### src/rtl/tsf_pkg.sv
package tsf_pkg;
  localparam int PORT_W  = 7;
  localparam int NSEC_W  = 30;
  localparam int SUBNS_W = 8;
  localparam int ID_W    = 9;

  typedef struct packed {
    logic               tx;
    logic [PORT_W-1:0]  port;
    logic [NSEC_W-1:0]  nsec;
    logic [SUBNS_W-1:0] subns;
  } tsf_entry_t;
endpackage

### src/rtl/tsf_pack.sv
module tsf_pack
  import tsf_pkg::*;
(
  input  logic [PORT_W-1:0] port,
  input  logic [NSEC_W-1:0] nsec,
  input  logic [ID_W-1:0]   id,
  output tsf_entry_t        ent_tx,
  output tsf_entry_t        ent_id
);
  localparam int ID_HI_W = ID_W - SUBNS_W;

  always_comb begin
    ent_tx.tx    = 1'b1;
    ent_tx.port  = port;
    ent_tx.nsec  = nsec;
    ent_tx.subns = '0;

    // identifier split: upper bits ride in nanoseconds, low byte in sub-ns
    ent_id.tx    = 1'b0;
    ent_id.port  = '0;
    ent_id.nsec  = {{(NSEC_W-ID_HI_W){1'b0}}, id[ID_W-1:SUBNS_W]};
    ent_id.subns = id[SUBNS_W-1:0];
  end
endmodule

### src/rtl/tsf_ctrl.sv
module tsf_ctrl #(
  parameter int DEPTH = 64
) (
  input  logic                       clk,
  input  logic                       rst_n,
  input  logic                       push_req,
  input  logic                       pop_req,
  input  logic                       clr_req,
  output logic                       wr_en,
  output logic [$clog2(DEPTH)-1:0]   wr_ptr,
  output logic [$clog2(DEPTH)-1:0]   rd_ptr,
  output logic                       not_empty,
  output logic                       ovfl
);
  localparam int PTR_W = $clog2(DEPTH);
  localparam int CNT_W = PTR_W + 1;

  logic [CNT_W-1:0] count;
  logic             pop_eff;
  logic             room;
  logic             drop;

  assign room      = (CNT_W'(DEPTH) - count) >= CNT_W'(2);
  assign wr_en     = push_req && room;
  assign drop      = push_req && !room;
  assign pop_eff   = pop_req && (count != '0);
  assign not_empty = (count != '0);

  always_ff @(posedge clk) begin
    if (!rst_n) begin
      wr_ptr <= '0;
      rd_ptr <= '0;
      count  <= '0;
      ovfl   <= 1'b0;
    end else begin
      if (wr_en)   wr_ptr <= wr_ptr + PTR_W'(2);
      if (pop_eff) rd_ptr <= rd_ptr + PTR_W'(1);
      count <= count + (wr_en ? CNT_W'(2) : CNT_W'(0))
                     - (pop_eff ? CNT_W'(1) : CNT_W'(0));
      if (drop)         ovfl <= 1'b1;
      else if (clr_req) ovfl <= 1'b0;
    end
  end

  a_r7_count_bound: assert property (@(posedge clk) disable iff (!rst_n)
    count <= CNT_W'(DEPTH));
  a_r7_accept_step: assert property (@(posedge clk) disable iff (!rst_n)
    (wr_en && !pop_eff) |=> count == $past(count) + CNT_W'(2));
  a_r6_pop_empty: assert property (@(posedge clk) disable iff (!rst_n)
    (!not_empty && pop_req && !push_req) |=> (!not_empty && $stable(rd_ptr)));
  a_r8_drop_sets: assert property (@(posedge clk) disable iff (!rst_n)
    drop |=> ovfl);
  a_r8_ovfl_sticky: assert property (@(posedge clk) disable iff (!rst_n)
    (ovfl && !clr_req) |=> ovfl);
  a_r5_pop_step: assert property (@(posedge clk) disable iff (!rst_n)
    (pop_eff && !wr_en) |=> count == $past(count) - CNT_W'(1));
endmodule

### src/rtl/tsf_store.sv
module tsf_store
  import tsf_pkg::*;
#(
  parameter int DEPTH = 64
) (
  input  logic                     clk,
  input  logic                     wr_en,
  input  logic [$clog2(DEPTH)-1:0] wr_ptr,
  input  tsf_entry_t               ent_a,
  input  tsf_entry_t               ent_b,
  input  logic [$clog2(DEPTH)-1:0] rd_ptr,
  output tsf_entry_t               head
);
  localparam int PTR_W = $clog2(DEPTH);

  tsf_entry_t mem [DEPTH];
  logic [PTR_W-1:0] wr_ptr_b;

  assign wr_ptr_b = wr_ptr + PTR_W'(1);

  for (genvar i = 0; i < DEPTH; i++) begin : g_slot
    always_ff @(posedge clk) begin
      if (wr_en && (wr_ptr == PTR_W'(i)))        mem[i] <= ent_a;
      else if (wr_en && (wr_ptr_b == PTR_W'(i))) mem[i] <= ent_b;
    end
  end

  assign head = mem[rd_ptr];
endmodule

### src/rtl/tstamp_pair_fifo.sv
module tstamp_pair_fifo
  import tsf_pkg::*;
#(
  parameter int DEPTH = 64
) (
  input  logic               clk,
  input  logic               rst_n,
  input  logic               push_valid,
  input  logic [PORT_W-1:0]  push_port,
  input  logic [NSEC_W-1:0]  push_nsec,
  input  logic [ID_W-1:0]    push_id,
  input  logic               pop_next,
  input  logic               ovfl_clr,
  output logic               st_valid,
  output logic               st_ovfl,
  output logic               st_tx,
  output logic [PORT_W-1:0]  st_port,
  output logic [NSEC_W-1:0]  st_nsec,
  output logic [SUBNS_W-1:0] st_subns
);
  localparam int PTR_W = $clog2(DEPTH);

  tsf_entry_t       ent_tx, ent_id, head;
  logic             wr_en, not_empty;
  logic [PTR_W-1:0] wr_ptr, rd_ptr;

  tsf_pack u_pack (
    .port   (push_port),
    .nsec   (push_nsec),
    .id     (push_id),
    .ent_tx (ent_tx),
    .ent_id (ent_id)
  );

  tsf_ctrl #(.DEPTH(DEPTH)) u_ctrl (
    .clk       (clk),
    .rst_n     (rst_n),
    .push_req  (push_valid),
    .pop_req   (pop_next),
    .clr_req   (ovfl_clr),
    .wr_en     (wr_en),
    .wr_ptr    (wr_ptr),
    .rd_ptr    (rd_ptr),
    .not_empty (not_empty),
    .ovfl      (st_ovfl)
  );

  tsf_store #(.DEPTH(DEPTH)) u_store (
    .clk    (clk),
    .wr_en  (wr_en),
    .wr_ptr (wr_ptr),
    .ent_a  (ent_tx),
    .ent_b  (ent_id),
    .rd_ptr (rd_ptr),
    .head   (head)
  );

  always_comb begin
    st_valid = not_empty;
    st_tx    = not_empty ? head.tx    : 1'b0;
    st_port  = not_empty ? head.port  : '0;
    st_nsec  = not_empty ? head.nsec  : '0;
    st_subns = not_empty ? head.subns : '0;
  end

  a_r2_valid_after_push: assert property (@(posedge clk) disable iff (!rst_n)
    wr_en |=> st_valid);
  a_r9_clear_works: assert property (@(posedge clk) disable iff (!rst_n)
    (ovfl_clr && !push_valid) |=> !st_ovfl);
endmodule

### config.mk
export PLATFORM = sky130hd
export DESIGN_NAME = tstamp_pair_fifo
export DESIGN_NICKNAME = d
export VERILOG_FILES = /design/src/rtl/tsf_pkg.sv /design/src/rtl/tsf_pack.sv /design/src/rtl/tsf_ctrl.sv /design/src/rtl/tsf_store.sv /design/src/rtl/tstamp_pair_fifo.sv
export SDC_FILE = /design/constraint.sdc
export NUM_CORES = 1
export LEC_CHECK = 0
export ABC_CLOCK_PERIOD_IN_PS = 5400
export BUFFER_PORTS_ARGS = -buffer_cell sky130_fd_sc_hd__buf_2
export CAP_MARGIN = 20
export CORE_MARGIN = 2
export CORE_UTILIZATION = 45
export DETAILED_ROUTE_END_ITERATION = 7
export GPL_ROUTABILITY_DRIVEN = 0
export PLACE_DENSITY = 0.69
export SYNTH_ARGS = -nofsm -noshare
export SYNTH_HDL_FRONTEND = slang
export SYNTH_SLANG_ARGS = --single-unit
### constraint.sdc
create_clock -name clk -period 5.4 [get_ports clk]
set_clock_uncertainty 0.05 [all_clocks]
set_input_delay 1.08 -clock clk [delete_from_list [all_inputs] [get_ports clk]]
set_output_delay 1.08 -clock clk [all_outputs]
set_load 0.1 [all_outputs]
==> flow_metrics.env <==
export IMPL_num_vias=26470
export IMPL_clockRootBuffer="clkbuf_16"
export IMPL_ff2ff_path_depth=16
export IMPL_setup_violations=0
export IMPL_cts_setup_buffers=0
export IMPL_ctsLongestPathBuffers=3
export IMPL_ys_types=44
export IMPL_synth_edf_count=1472
export IMPL_critPathMaxFanout=52
export IMPL_fin_area_um2=64740
export IMPL_drv_slew=0
export IMPL_end_kind="primary output"
export IMPL_drive_gt1_share_pct=33.94
export IMPL_path_class="reg -> out"
export IMPL_synthArstFlopShare_pct=0
export IMPL_syn_num_nets=2380
export IMPL_use_met1_pct=28.61
export IMPL_die_w_um=360.4
export IMPL_ys_flop_type="edfxtp_1"
export IMPL_ys_seq_area_share_pct=78.20
export IMPL_busiest_layer="met2"
export IMPL_relSlewSlack_pct=30.75
export IMPL_yosys_top_cells_area="edfxtp_1 77%, mux4_2 18%, dfxtp_1 0.88%"
export IMPL_crit_slowest_cell="dfxtp_4"
export IMPL_clock_latency_ns=0.76
export IMPL_dieHeight_um=360.4
export IMPL_grt_first_pass_wirelength_mm=193.9
export IMPL_wl_per_cell_um=31.42
export IMPL_ant_nets=0
export IMPL_cts_tree="done"
export IMPL_min_path_type="reg -> reg"
export IMPL_period_share_pct=91.44
export IMPL_clk_pin_slew_worst_paths_ns=0.06
export IMPL_vias_per_cell=6.171
export IMPL_hold_violations=0
export IMPL_cts_resized=0
export IMPL_finish_utilization_pct=51.43
export IMPL_first_pass_iters=5
export IMPL_worst_r2r_setup_slack_ns=1.18
export IMPL_crit_reg2reg_capture="u_ctrl.count[5]"
export IMPL_grt_max_degree=76
export IMPL_nets=2598
export IMPL_wl_mm=134.8
export IMPL_slowest_delay_ns=0.91
export IMPL_use_met2_pct=34.00
export IMPL_numCtsBuffers=141
export IMPL_post_dp_hpwl_mm=69.94
export IMPL_p_per_area_nw_per_um2=415.8
export IMPL_synth_seq_cells=1497
export IMPL_avgSynthCellArea_um2=24.76
export IMPL_initial_utilization_pct=45.41
export IMPL_gr_total_overflow=0
export IMPL_layout_commonest_cell="edfxtp_1"
export IMPL_cts_htree_levels=4
export IMPL_portBuffers=98
export IMPL_drtIter0Drc=3566
export IMPL_fin_ws_ns=0.4624
export IMPL_hold_buffers=0
export IMPL_syn_area_um2=57160
export IMPL_grt_pass1_vias=27320
export IMPL_antenna_found_initial=9
export IMPL_fin_tns_setup_ns=0
export IMPL_finalPower_mw=26.92
export IMPL_core_um2=125900
export IMPL_worst_ir_drop_vdd_mv=0.2819
export IMPL_area_growth_syn_to_layout_pct=13.26
export IMPL_gr_usage_met3_pct=4.393
export IMPL_crit_top_cell="mux4_2"
export IMPL_crit_end="st_nsec[3]"
export IMPL_io_pins=99
export IMPL_numClockSinks=1497
export IMPL_rows=130
export IMPL_cpLargestDelayFamily="flip-flops"
export IMPL_synth_top_area_share_pct=77.32
export IMPL_r2r_start="u_ctrl.count[4]"
export IMPL_mostFrequentLayoutCells="1472 x edfxtp_1, 455 x mux4_2, 144 x clkbuf_16, 98 x buf_2, 82 x buf_4"
export IMPL_status="completed"
export IMPL_syn_inst=2309
export IMPL_cp_num_cells=5
export IMPL_ys_warn_count=0
export IMPL_period_needed_ns=4.938
export IMPL_start_kind="flop"
export IMPL_placed_area_um2=60260
export IMPL_dieArea_um2=129900
export IMPL_rsz0062_at_grt="no"
export IMPL_worstPathArrival_ns=3.81
export IMPL_drc=0
export IMPL_pre_cts_slack_ns=1.158
export IMPL_cp_required_ns=4.27
export IMPL_cp_cell_sequence="buf_4 -> mux4_2 -> mux4_2 -> a22o_1 -> buf_2"
export IMPL_grtUsageTotal_pct=20.85
export IMPL_critical_path_buf_inv_count=2
export IMPL_max_freq_ghz=0.2025
export IMPL_cap_viol_max_count=0
export IMPL_worstMarginPinSlew_ns=1.039
export IMPL_synth_largest_area_cell="edfxtp_1"
export IMPL_power_leakage_nw=19.68
[worst reg2reg max path: stages (launching register included)]
cell	delay, ns
dfxtp_1	0.40
inv_1	0.13
ha_1	0.23
or3b_1	0.34
a2111oi_0	0.38
o311a_1	0.36
nand2b_2	0.63
ha_1	0.36
inv_1	0.06
ha_1	0.16
inv_1	0.07
fa_1	0.43
nor2_1	0.11
nor2_1	0.05
o21bai_1	0.14
xnor2_1	0.13
nor2_1	0.05
[layout make-up]
| type | count | area, um2 |
|---|---|---|
| well taps | 1650 | 2064 |
| multi-input cells | 668 | 11940 |
| fillers | 9451 | 61150 |
| clock inverters | 79 | 735.7 |
| clock buffers | 174 | 3736 |
| diodes | 3 | 7.507 |
| repair buffers | 198 | 1466 |
| flip-flops and latches | 1497 | 44720 |
| inverters | 21 | 78.83 |
[sequential cells by signal (all words and copies together) (netlist names), named ones only]
register,count
u_ctrl.wr_ptr,5
u_ctrl.rd_ptr,6
u_ctrl.count,7
u_store.mem,1472
u_ctrl.ovfl,1
[layer usage]
layer,part of all wire [%],vias up
met5,0.047,-
met4,2.4,10
met3,8.8,209
met2,50,1328
met1,39,14460
li1,-,10470
[where the power goes]
| part | internal [mW] | leakage (nW) | total [mW] | switching (mW) |
|---|---|---|---|---|
| clock | 5.43 | 2.19 | 9.62 | 4.19 |
| sequential | 12.9 | 13.5 | 13.0 | 0.0973 |
| combinational | 1.51 | 4.03 | 4.29 | 2.78 |
| total | 19.8 | 19.7 | 26.9 | 7.07 |
[cell usage after synthesis, types with 2 or more instances]
library cell  count
nand3_1           4
and3_1            4
o21ai_0           4
nand4_1           3
mux2i_1           9
or3_1             3
or2_2             2
a21oi_1           6
dfxtp_1          25
a2111oi_0         2
xor2_1            4
mux4_2          455
and2_1            3
nand2_1          18
clkbuf_1         61
buf_1            14
ha_1             19
o311ai_0          2
xnor2_1           6
buf_2            31
inv_1            21
mux2_2            2
nand2b_1          5
edfxtp_1       1472
buf_4             2
nor3_1           33
buf_6            15
nor2_1           24
a22o_1           44
o21bai_1          2
[worst min-delay path by stage]
stage | startpoint | to | slack (ns) | cells past startpoint
final | u_ctrl.wr_ptr[1] | u_ctrl.wr_ptr[1] | 0.48 | 2
after global routing | u_ctrl.wr_ptr[2] | u_ctrl.wr_ptr[2] | 0.51 | 2
after CTS | u_ctrl.wr_ptr[1] | u_ctrl.wr_ptr[1] | 0.49 | 2
after detailed placement | u_ctrl.wr_ptr[1] | u_ctrl.wr_ptr[1] | 0.48 | 2
after global placement | u_ctrl.wr_ptr[1] | u_ctrl.wr_ptr[1] | 0.46 | 2
after floorplan | u_ctrl.wr_ptr[2] | u_ctrl.wr_ptr[2] | 0.43 | 2
[metrics by stage]
step	hold slack [ns]	instances
after floorplan	0.4335	2309
after global placement	0.4571	4034
after detailed placement	0.4774	4034
after CTS	0.4861	4287
after global routing	0.5113	4289
final	0.4817	4290
[cells by family (layout without fill, tap and decap cells)]
group | Yosys count | in the layout | share of synthesized area (%)
and+or+nand+nor | 104 | 104 | 0.8843
muxes | 466 | 466 | 18.12
adders and majority gates | 20 | 20 | 0.4509
buffers and inverters | 144 | 472 | 1.224
xor gates and xnor gates | 10 | 10 | 0.1532
AOI/OAI and AO/OA | 68 | 68 | 0.9653
DFF | 1497 | 1497 | 78.20
other | 0 | 3 | 0
No activity file was read; power rests on OpenSTA's default activity.
